## src/rtl/rxf_pkg.sv

```systemverilog
package rxf_pkg;
  typedef enum logic [1:0] {
    TRIG_1  = 2'b00,
    TRIG_4  = 2'b01,
    TRIG_8  = 2'b10,
    TRIG_14 = 2'b11
  } trig_sel_e;

  localparam logic [7:0] FCR_KEEP  = 8'hC9;
  localparam logic [7:0] FCR_FLUSH = 8'h06;

  function automatic int unsigned trig_level(trig_sel_e sel);
    case (sel)
      TRIG_1:  return 1;
      TRIG_4:  return 4;
      TRIG_8:  return 8;
      default: return 14;
    endcase
  endfunction

  // data bits + stop bits + parity bit
  function automatic logic [3:0] frame_bits(logic [3:0] lcr);
    return 4'(lcr[1:0]) + 4'd5 + (lcr[2] ? 4'd2 : 4'd1) + 4'(lcr[3]);
  endfunction
endpackage

```

## src/rtl/rxf_fcr.sv

```systemverilog
module rxf_fcr
  import rxf_pkg::*;
(
  input  logic       clk_i,
  input  logic       rst_ni,
  input  logic       we_i,
  input  logic [7:0] wdata_i,
  output logic [7:0] fcr_o,
  output logic       en_o,
  output trig_sel_e  sel_o,
  output logic       rx_clr_o,
  output logic       tx_rst_o
);
  logic [7:0] fcr_q, eff;
  logic       upd, tx_q;

  always_comb begin
    upd = we_i && (wdata_i != fcr_q);
    eff = wdata_i | ((wdata_i[0] ^ fcr_q[0]) ? FCR_FLUSH : 8'h00);
  end

  always_ff @(posedge clk_i or negedge rst_ni) begin
    if (!rst_ni) begin
      fcr_q <= '0;
      tx_q  <= 1'b0;
    end else begin
      tx_q <= upd && eff[2];
      if (upd) fcr_q <= eff & FCR_KEEP;
    end
  end

  assign rx_clr_o = upd && eff[1];
  assign tx_rst_o = tx_q;
  assign fcr_o    = fcr_q;
  assign en_o     = fcr_q[0];
  assign sel_o    = trig_sel_e'(fcr_q[7:6]);

  AST_SAME_FCR: assert property (@(posedge clk_i) disable iff (!rst_ni)
    (we_i && wdata_i == fcr_q) |=> ($stable(fcr_q) && !tx_q));
endmodule

```

## src/rtl/rxf_store.sv

```systemverilog
module rxf_store #(
  parameter int DW    = 8,
  parameter int DEPTH = 16,
  localparam int PTR_W = $clog2(DEPTH),
  localparam int CNT_W = PTR_W + 1
) (
  input  logic             clk_i,
  input  logic             rst_ni,
  input  logic             clr_i,
  input  logic             push_i,
  input  logic             pop_i,
  input  logic [DW-1:0]    din_i,
  output logic [DW-1:0]    dout_o,
  output logic [CNT_W-1:0] cnt_o,
  output logic             full_o,
  output logic             empty_o
);
  logic [DW-1:0]    mem_q [DEPTH];
  logic [PTR_W-1:0] wr_q, rd_q;
  logic [CNT_W-1:0] cnt_q;
  logic             do_push, do_pop;

  assign full_o  = (cnt_q == CNT_W'(DEPTH));
  assign empty_o = (cnt_q == '0);
  assign do_push = push_i && !full_o;
  assign do_pop  = pop_i && !empty_o;

  function automatic logic [PTR_W-1:0] nxt(logic [PTR_W-1:0] p);
    return (p == PTR_W'(DEPTH - 1)) ? '0 : p + 1'b1;
  endfunction

  always_ff @(posedge clk_i or negedge rst_ni) begin
    if (!rst_ni) begin
      wr_q  <= '0;
      rd_q  <= '0;
      cnt_q <= '0;
    end else if (clr_i) begin
      wr_q  <= '0;
      rd_q  <= '0;
      cnt_q <= '0;
    end else begin
      if (do_push) wr_q <= nxt(wr_q);
      if (do_pop)  rd_q <= nxt(rd_q);
      case ({do_push, do_pop})
        2'b10:   cnt_q <= cnt_q + 1'b1;
        2'b01:   cnt_q <= cnt_q - 1'b1;
        default: cnt_q <= cnt_q;
      endcase
    end
  end

  always_ff @(posedge clk_i) begin
    if (do_push && !clr_i) mem_q[wr_q] <= din_i;
  end

  assign dout_o = empty_o ? '0 : mem_q[rd_q];
  assign cnt_o  = cnt_q;

  AST_CNT_BOUND: assert property (@(posedge clk_i) disable iff (!rst_ni)
    cnt_q <= CNT_W'(DEPTH));
  AST_FULL_HOLDS: assert property (@(posedge clk_i) disable iff (!rst_ni)
    (full_o && push_i && !pop_i && !clr_i) |=> full_o);
endmodule

```

## src/rtl/rxf_tmo.sv

```systemverilog
module rxf_tmo
  import rxf_pkg::*;
#(
  parameter int BP_W = 16,
  localparam int TMO_W = BP_W + 6
) (
  input  logic            clk_i,
  input  logic            rst_ni,
  input  logic            clr_i,
  input  logic            restart_i,
  input  logic            ack_i,
  input  logic            has_data_i,
  input  logic [3:0]      lcr_i,
  input  logic [BP_W-1:0] bit_period_i,
  output logic            pend_o
);
  logic [TMO_W-1:0] limit, cnt_q;
  logic             armed_q, pend_q, fire;

  always_comb begin
    limit = (TMO_W'(frame_bits(lcr_i)) * TMO_W'(bit_period_i)) << 2;
    fire  = armed_q && !restart_i && (cnt_q <= TMO_W'(1)) && has_data_i;
  end

  always_ff @(posedge clk_i or negedge rst_ni) begin
    if (!rst_ni) begin
      armed_q <= 1'b0;
      cnt_q   <= '0;
      pend_q  <= 1'b0;
    end else if (clr_i) begin
      armed_q <= 1'b0;
      cnt_q   <= '0;
      pend_q  <= 1'b0;
    end else begin
      if (restart_i) begin
        armed_q <= 1'b1;
        cnt_q   <= limit;
      end else if (armed_q) begin
        if (cnt_q <= TMO_W'(1)) armed_q <= 1'b0;
        else                    cnt_q   <= cnt_q - 1'b1;
      end
      if (ack_i)     pend_q <= 1'b0;
      else if (fire) pend_q <= 1'b1;
    end
  end

  assign pend_o = pend_q;

  AST_RD_CLEARS_TMO: assert property (@(posedge clk_i) disable iff (!rst_ni)
    ack_i |=> !pend_q);
endmodule

```

## src/rtl/rx_fifo_ctrl.sv

```systemverilog
module rx_fifo_ctrl
  import rxf_pkg::*;
#(
  parameter int DW    = 8,
  parameter int DEPTH = 16,
  parameter int BP_W  = 16,
  localparam int CNT_W = $clog2(DEPTH) + 1
) (
  input  logic             clk_i,
  input  logic             rst_ni,
  input  logic             rx_valid_i,
  input  logic [DW-1:0]    rx_data_i,
  input  logic             rx_break_i,
  input  logic             rd_i,
  output logic [DW-1:0]    rd_data_o,
  input  logic             fcr_we_i,
  input  logic [7:0]       fcr_wdata_i,
  input  logic [3:0]       lcr_i,
  input  logic [BP_W-1:0]  bit_period_i,
  output logic [7:0]       fcr_o,
  output logic             fifo_en_o,
  output logic             tx_fifo_rst_o,
  output logic [CNT_W-1:0] count_o,
  output logic             data_ready_o,
  output logic             trig_hit_o,
  output logic             timeout_o,
  output logic             overrun_o,
  output logic             break_o
);
  logic             en, rx_clr, live, f_push, f_pop, full, empty;
  logic [DW-1:0]    rx_byte, f_dout, hold_q;
  logic [CNT_W-1:0] cnt, lvl;
  logic             hold_full_q, ovr_q, brk_q, tmo_restart, tmo_clr;
  trig_sel_e        sel;

  rxf_fcr u_fcr (
    .clk_i, .rst_ni,
    .we_i     (fcr_we_i),
    .wdata_i  (fcr_wdata_i),
    .fcr_o    (fcr_o),
    .en_o     (en),
    .sel_o    (sel),
    .rx_clr_o (rx_clr),
    .tx_rst_o (tx_fifo_rst_o)
  );

  assign live    = !rx_clr;
  assign rx_byte = rx_break_i ? '0 : rx_data_i;
  assign f_push  = en && live && rx_valid_i;
  assign f_pop   = en && live && rd_i;

  rxf_store #(.DW(DW), .DEPTH(DEPTH)) u_store (
    .clk_i, .rst_ni,
    .clr_i   (rx_clr),
    .push_i  (f_push),
    .pop_i   (f_pop),
    .din_i   (rx_byte),
    .dout_o  (f_dout),
    .cnt_o   (cnt),
    .full_o  (full),
    .empty_o (empty)
  );

  assign tmo_restart = en && live && (rx_valid_i || (rd_i && cnt > CNT_W'(1)));
  assign tmo_clr     = rx_clr || !en;

  rxf_tmo #(.BP_W(BP_W)) u_tmo (
    .clk_i, .rst_ni,
    .clr_i        (tmo_clr),
    .restart_i    (tmo_restart),
    .ack_i        (rd_i && en),
    .has_data_i   (!empty),
    .lcr_i        (lcr_i),
    .bit_period_i (bit_period_i),
    .pend_o       (timeout_o)
  );

  // holding register and line flags
  always_ff @(posedge clk_i or negedge rst_ni) begin
    if (!rst_ni) begin
      hold_q      <= '0;
      hold_full_q <= 1'b0;
      ovr_q       <= 1'b0;
      brk_q       <= 1'b0;
    end else if (rx_clr) begin
      hold_full_q <= 1'b0;
      ovr_q       <= 1'b0;
      brk_q       <= 1'b0;
    end else begin
      if (!en) begin
        if (rx_valid_i) begin
          hold_q      <= rx_byte;
          hold_full_q <= 1'b1;
        end else if (rd_i) begin
          hold_full_q <= 1'b0;
        end
      end
      if (rx_valid_i && (en ? full : (hold_full_q && !rd_i))) ovr_q <= 1'b1;
      if (rx_valid_i && rx_break_i)
        brk_q <= 1'b1;
      else if (rd_i && (!en || (cnt <= CNT_W'(1) && !rx_valid_i)))
        brk_q <= 1'b0;
    end
  end

  assign lvl          = CNT_W'(trig_level(sel));
  assign fifo_en_o    = en;
  assign count_o      = cnt;
  assign rd_data_o    = en ? f_dout : hold_q;
  assign data_ready_o = en ? !empty : hold_full_q;
  assign trig_hit_o   = en ? (cnt >= lvl) : hold_full_q;
  assign overrun_o    = ovr_q;
  assign break_o      = brk_q;

  AST_OVR_STICKY: assert property (@(posedge clk_i) disable iff (!rst_ni)
    (overrun_o && !rx_clr) |=> overrun_o);
  AST_EN_TOGGLE_CLEARS: assert property (@(posedge clk_i) disable iff (!rst_ni)
    (fcr_we_i && (fcr_wdata_i[0] != fcr_o[0])) |=> (count_o == '0 && tx_fifo_rst_o));
  AST_TMO_NEEDS_DATA: assert property (@(posedge clk_i) disable iff (!rst_ni)
    $rose(timeout_o) |-> data_ready_o);
  AST_HOLD_DR: assert property (@(posedge clk_i) disable iff (!rst_ni)
    (!en && rx_valid_i && !rx_clr) |=> data_ready_o);
endmodule

```

## config.mk

```make
export PLATFORM = sky130hd
export DESIGN_NAME = rx_fifo_ctrl
export DESIGN_NICKNAME = d
export VERILOG_FILES = /design/src/rtl/rxf_pkg.sv /design/src/rtl/rxf_fcr.sv /design/src/rtl/rxf_store.sv /design/src/rtl/rxf_tmo.sv /design/src/rtl/rx_fifo_ctrl.sv
export SDC_FILE = /design/constraint.sdc
export NUM_CORES = 1
export LEC_CHECK = 0
export ABC_AREA = 1
export CORE_ASPECT_RATIO = 1.4
export CORE_MARGIN = 2
export CORE_UTILIZATION = 48
export DETAILED_ROUTE_END_ITERATION = 10
export PLACE_DENSITY = 0.67
export SYNTH_ARGS = -nofsm -noshare
export SYNTH_HDL_FRONTEND = slang
export SYNTH_SLANG_ARGS = --single-unit
export TNS_END_PERCENT = 30
```

## constraint.sdc

```tcl
create_clock -name clk_i -period 2.14 [get_ports clk_i]
set_input_delay 0.428 -clock clk_i [delete_from_list [all_inputs] [get_ports clk_i]]
set_output_delay 0.428 -clock clk_i [all_outputs]
set_load 0.03 [all_outputs]
```

# --- Word-level counts from Yosys, hierarchy flattened ---
# Memory sizes are Yosys's and may differ from the RTL's.
# Cells that the tools add are included.
word_totals:
  ff_bits: 53
  ramBits: 128
  output_inout_bits: 28
  n_memories: 1
memory_table:
  columns: ["name", "depth", "width", "rd", "rd_ports_with_merged_regs", "wr", "line_no", "source"]
  rows:
  - ["u_store.mem_q", 16, 8, 1, 0, 1, "rxf_store.sv:18", "logic [DW-1:0] mem_q [DEPTH];"]
op_classes:
  add_sub_neg: 8
  mul: 1
  order_cmp: 4
  eq_ne: 10
  muxes: 39
  bitwise_logic: 4
  n_reduce_logical: 43
ops:
  columns: ["op", "count"]
  rows:
  - ["$mux W22", 4]
  - ["$mux W4", 6]
  - ["$mux W8", 3]
  - ["$le A22 B1 Y1 const B", 1]
  - ["$sub A22 B1 Y22 const B", 1]
  - ["$mux W1", 21]
  - ["$logic_and A1 B1 Y1", 20]
  - ["$mul A4 B16 Y20", 1]
  - ["$reduce_bool A3 Y1", 5]
  - ["$pmux W4 S3", 1]
  - ["$pmux W5 S2", 1]
  - ["$add A4 B1 Y4 const B", 2]
  - ["$eq A4 B4 Y1 const B", 2]
  - ["$ne A8 B8 Y1", 1]
  - ["$or A8 B8 Y8", 1]
  - ["$logic_not A1 Y1", 7]
  - ["$reduce_bool A2 Y1", 3]
  - ["$add A5 B1 Y5 const B", 1]
  - ["$eq A5 B5 Y1 const B", 1]
  - ["$ge A5 B5 Y1", 1]
  - ["$gt A5 B1 Y1 const B", 1]
  - ["$le A5 B1 Y1 const B", 1]
  - ["$logic_not A5 Y1", 1]
  - ["$mux W5", 1]
  - ["16 further kinds", 22]

# --- Depth between registers and ports, before layout ---
depth:
  ltp_word: 14
  mapped_depth: 26

# --- Hierarchy ---
# Synthesis repeated with hierarchy kept, for this count alone.
unflattened:
  cells_unflattened: 1330
  area_unflattened_um2: 11210.8
modules_own_cells:
  columns: ["module", "n_inst", "cells_each", "area_each_um2", "seq_area_each_um2"]
  rows:
  - ["rxf_store", 1, 488, 5977.0, 4169.0]
  - ["rxf_tmo", 1, 654, 3993.8, 600.6]
  - ["rx_fifo_ctrl", 1, 133, 870.8, 275.3]
  - ["rxf_fcr", 1, 55, 369.1, 125.1]

# --- Worst setup path before layout ---
# Ideal clock, no wire load.
synth_path:
  path_type: "input -> register"
  startpoint: "input lcr_i[3]"
  endpoint: "register u_tmo.cnt_q[17]"
  setup_time_ns: 0.117
  arrival_time_ns: 4.202
  setup_slack_ns: -2.179
  path_stages: 22
  n_path_buf: 1
  cell_sequence: "inv_1 > ha_1 > inv_1 > ha_1 > fa_1 > xor2_1 > clkbuf_1 > nor2_1 > fa_1 > inv_1 > fa_1 > inv_1 > ha_1 > nand2_1 > nor2_1 > inv_1 > nor3_1 > nand2_1 > nand3_1 > nand3_1 > nand3_1 > nand2_1"
synth_between:
  elab_chain_len: 4
synth_lines:
  columns: ["element", "line_no", "source"]
  rows:
  - ["start: declaration", "rx_fifo_ctrl.sv:18", "input logic [3:0] lcr_i,"]
  - ["$add A4 B1 Y4", "rxf_pkg.sv:23", "return 4'(lcr[1:0]) + 4'd5 + (lcr[2] ? 4'd2 : 4'd1) + 4'(lcr[3]);"]
  - ["$mul A4 B16 Y20", "rxf_tmo.sv:21", "limit = (TMO_W'(frame_bits(lcr_i)) * TMO_W'(bit_period_i)) << 2;"]
  - ["$mux W22", "rxf_tmo.sv:35", "if (restart_i) begin"]
  - ["$mux W22", "rxf_tmo.sv:30", "end else if (clr_i) begin"]
  - ["end signal: assignment", "rxf_tmo.sv:37", "cnt_q <= limit;"]
  - ["end signal: assignment", "rxf_tmo.sv:40", "else cnt_q <= cnt_q - 1'b1;"]
  - ["end: declaration", "rxf_tmo.sv:17", "logic [TMO_W-1:0] limit, cnt_q;"]
# Every way passes these cells.
# A chain may end at the register's enable or synchronous reset.

# --- Final worst setup path ---
layout_path:
  startpoint: "input lcr_i[3]"
  endpoint: "register u_tmo.cnt_q[14]"
# Same word-level chain as after synthesis.

==> results.md <==
- Sw power: 0.00703 W
- Power Dens Cells: approximately 1100 mW/mm²
- Drt drc: 0
- Yosys cell types: 39
- Placed insts: 1,796
- Post-layout util: just under 70%
- CTS tree: built
- HP Class: primary input to async pin
- DRT Pass-1 Iters: 6
- Setup ws final: -1.64 ns
- Clock power share: 18.2%
- Max_slew headroom: 12.4%
- Detail Route met2 WL: 17.6 mm
- Mapped Area: 0.0110 mm²
- Lkg Pwr: 6.96 nW
- Status: finished, violations left
- Sw Share: 40.6%
- I/O pin count: 70
- Hold_ws: 0.395 ns
- Detail Placement HPWL: 21.8 mm
- Max-slew violations: 0
- CP Launch Type: primary input
- RD Place Congestion: 0.930
- Logic pwr share: 57.0%
- Filler instances: 1,844
- Area grow syn2layout: 38.5%
- Max-cap check violation count: 0
- Final Cell Area: approximately 0.015 mm²
- Largest net degree at the start of global routing: 46
- Flop pwr share: 24.8%
- Worst slew pin tran: approximately 1.3 ns
- Gr usage total: between 20 and 25%
- Setup slack, reg-to-reg: 0.17 ns
- Dpl cell area: 0.0134 mm²
- Post-route ant nets: 0
- Top cells by area, synth: edfxtp_1, dfrtp_1, nand2_1
- CP Data Arrival Time: between 4 and 5 ns
- Endpoints failing setup: 28
- M1 wire length: 11.1 mm
- Post-synth ARST share: 29.3%
- Fin Setup TNS: -30.51 ns
- Initial core utilization: 48.9%
- Share of cells above drive strength 1: 30.5%
- Port Buffers: 65
- Die H: about 180 µm
- Clk Latency, worst-skew pair: 0.43 ns
- Hold Violations, Final: 0
- Ys flop type: edfxtp_1
- Die Wd: 132 µm
- Nets: about 1,700
- Critical path required time: about 2.5 ns
- Reg2reg end: u_tmo.cnt_q[2]
- Synth top cells by count: nand2_1, inv_1, nor2_1
- Cts bufs inserted: 17
- Vias: between 9,000 and 10,000
- Pint: roughly 0.010 W
- H-tree levels: 4
- R2R cell count: 12
- Clk_skew: roughly 0.0078 ns
- Max Buffers Root-to-Sink: 2
- WS Path Type: primary input to flop
- DR WL/cell: about 16 µm
- Most common cell in the netlist: nand2_1
- Vias in the first global route: 9,514
- FF+latch count, synth: approximately 180
- Met3 wire length: 946 µm
- Period utilization: 176%
- CTS clk-pin slew, worst paths: ~0.070 ns
- # clock sinks: roughly 180
- Final wirelength: 30.7 mm
- Initial antenna violation count: 0
- Top-area cell type share of the netlist area: 34.9%
- Number of cell rows: 65
- Grt total ovfl: 0
- Die ar.: 0.0242 mm²
- Warnings, synthesis: 0
- Detailed Route Iter0 Violations: 587
- Max rail drop VDD: 741 µV
- Failing checks: negative setup slack
- First-pass GRT wire length: 47.2 mm
- Mapped Cells: 1,321
- Critical R2R Launch: u_store.cnt_o[0]
- Post-DR vias/cell: 5.14
- Final std cells w/o fill: 1,871
- Crit path from: lcr_i[3]
- RSZ-0062 raised after global routing: yes
- Average size of a mapped cell: 8.34 µm²
- Top Layer Used: met4
- Root buf cell: clkbuf_16
- Fmax: ~0.26 GHz
- Core Box Area: about 0.023 mm²
- CP endpoint kind: flop
- Sequential fraction of the synthesis area: between 40% and 50%
- Cell taking the most area after synthesis: edfxtp_1
- Post-synth EDFFs: 128
- Number of antenna diodes: 0
- Worst Path Max Fanout: 4
- Minimum clock period: between 3 and 4 ns
## worst max-delay path by stage
stage | end | slack [ns] | cells past startpoint
6_report | u_tmo.cnt_q[14] | -1.64 | 23
5_1_grt | u_tmo.cnt_q[20] | -1.82 | 24
4_1_cts | u_tmo.cnt_q[14] | -1.69 | 23
3_5_place_dp | u_tmo.cnt_q[21] | -2.63 | 22
3_3_place_gp | u_tmo.cnt_q[21] | -2.60 | 22
2_1_floorplan | u_tmo.cnt_q[17] | -1.75 | 22
## what timing repair did
item                                    in CTS  in global routing
setup buffers                                3                 36
endpoints found under the setup margin      31                119
pin swaps                                   38                124
endpoints found under the hold margin        8                  0
hold buffers                                 1                  0
cloned                                       1                  5
resized for setup                          102                189
## kinds of logic (layout without fill, tap and decap cells)
group	after synthesis	in the layout	share of synthesized area [%]
muxes	1	1	0.102
AOI/OAI and AO/OA	158	158	7.71
buffers and inverters	250	496	9.03
xor gates and xnor gates	29	29	2.31
and+or+nand+nor	630	630	23.8
adders and majority gates	71	71	10.1
DFF	181	181	46.9
other	1	4	0.0340
## cell usage in the layout (no fill, tap or decap), drive strengths merged, types with 23 or more instances in the layout
cell             n
inv            208
nand2          340
nor2           171
buf            200
a21oi           33
o21ai           97
dfrtp           53
clkdlybuf4s50   48
nand3           85
edfxtp         128
fa              30
ha              41
clkbuf          23
## metrics by stage
step / worst slack, ns / power (W)
2_1_floorplan: -1.75 / 0.00961
3_3_place_gp: -2.60 / 0.0123
3_5_place_dp: -2.63 / 0.0124
4_1_cts: -1.69 / 0.0160
5_1_grt: -1.82 / 0.0185
6_report: -1.64 / 0.0173
## power by group through the flow
stage	registers [W]	logic, W	clock network, W
final	0.00429	0.00987	0.00314
after global routing	0.00431	0.0108	0.00333
after CTS	0.00427	0.00858	0.00318
after detailed placement	0.00433	0.00806	0
after global placement	0.00432	0.00797	0
after floorplan	0.00436	0.00525	0
## layer usage
metal  up-vias  GRT usage (%)
met4         0           10.8
met3        59           3.15
met5         -              0
met1      4591           26.3
met2       254           48.3
li1       4708              -
## cell type report
class | instances | area (µm²) | share of cell area (%)
clock inverters | 14 | 156 | 1.03
well taps | 301 | 377 | 2.47
flip-flops and latches | 181 | 5180 | 33.9
inverters | 207 | 802 | 5.26
clock buffers | 18 | 429 | 2.81
repair buffers | 257 | 2500 | 16.4
multi-input cells | 893 | 5810 | 38.1
## sequential cells by signal, indices dropped and copies added (netlist names)
name	flops
u_tmo.pend_o	1
u_store.wr_q	4
u_fcr.tx_rst_o	1
u_store.mem_q	128
hold_q	8
break_o	1
u_fcr.fcr_o	4
u_store.rd_q	4
u_tmo.armed_q	1
u_tmo.cnt_q	22
u_store.cnt_o	5
overrun_o	1
hold_full_q	1
## worst max-delay path, stage by stage
cell and delay (ns):
buf_8 0.09, inv_12 0.03, ha_4 0.24, inv_2 0.04, ha_4 0.15, fa_2 0.39
xor2_4 0.18, buf_6 0.14, or2_4 0.22, fa_1 0.49, inv_2 0.04, fa_2 0.52
fa_2 0.40, nand2_2 0.08, nand2_2 0.07, nand3b_1 0.10, nand2_2 0.10, nand2_2 0.08
nand3b_1 0.07, nand3_1 0.08, nand2_1 0.06, nand2_1 0.05, nand2_1 0.05
Power figures use the tool's default switching activity.
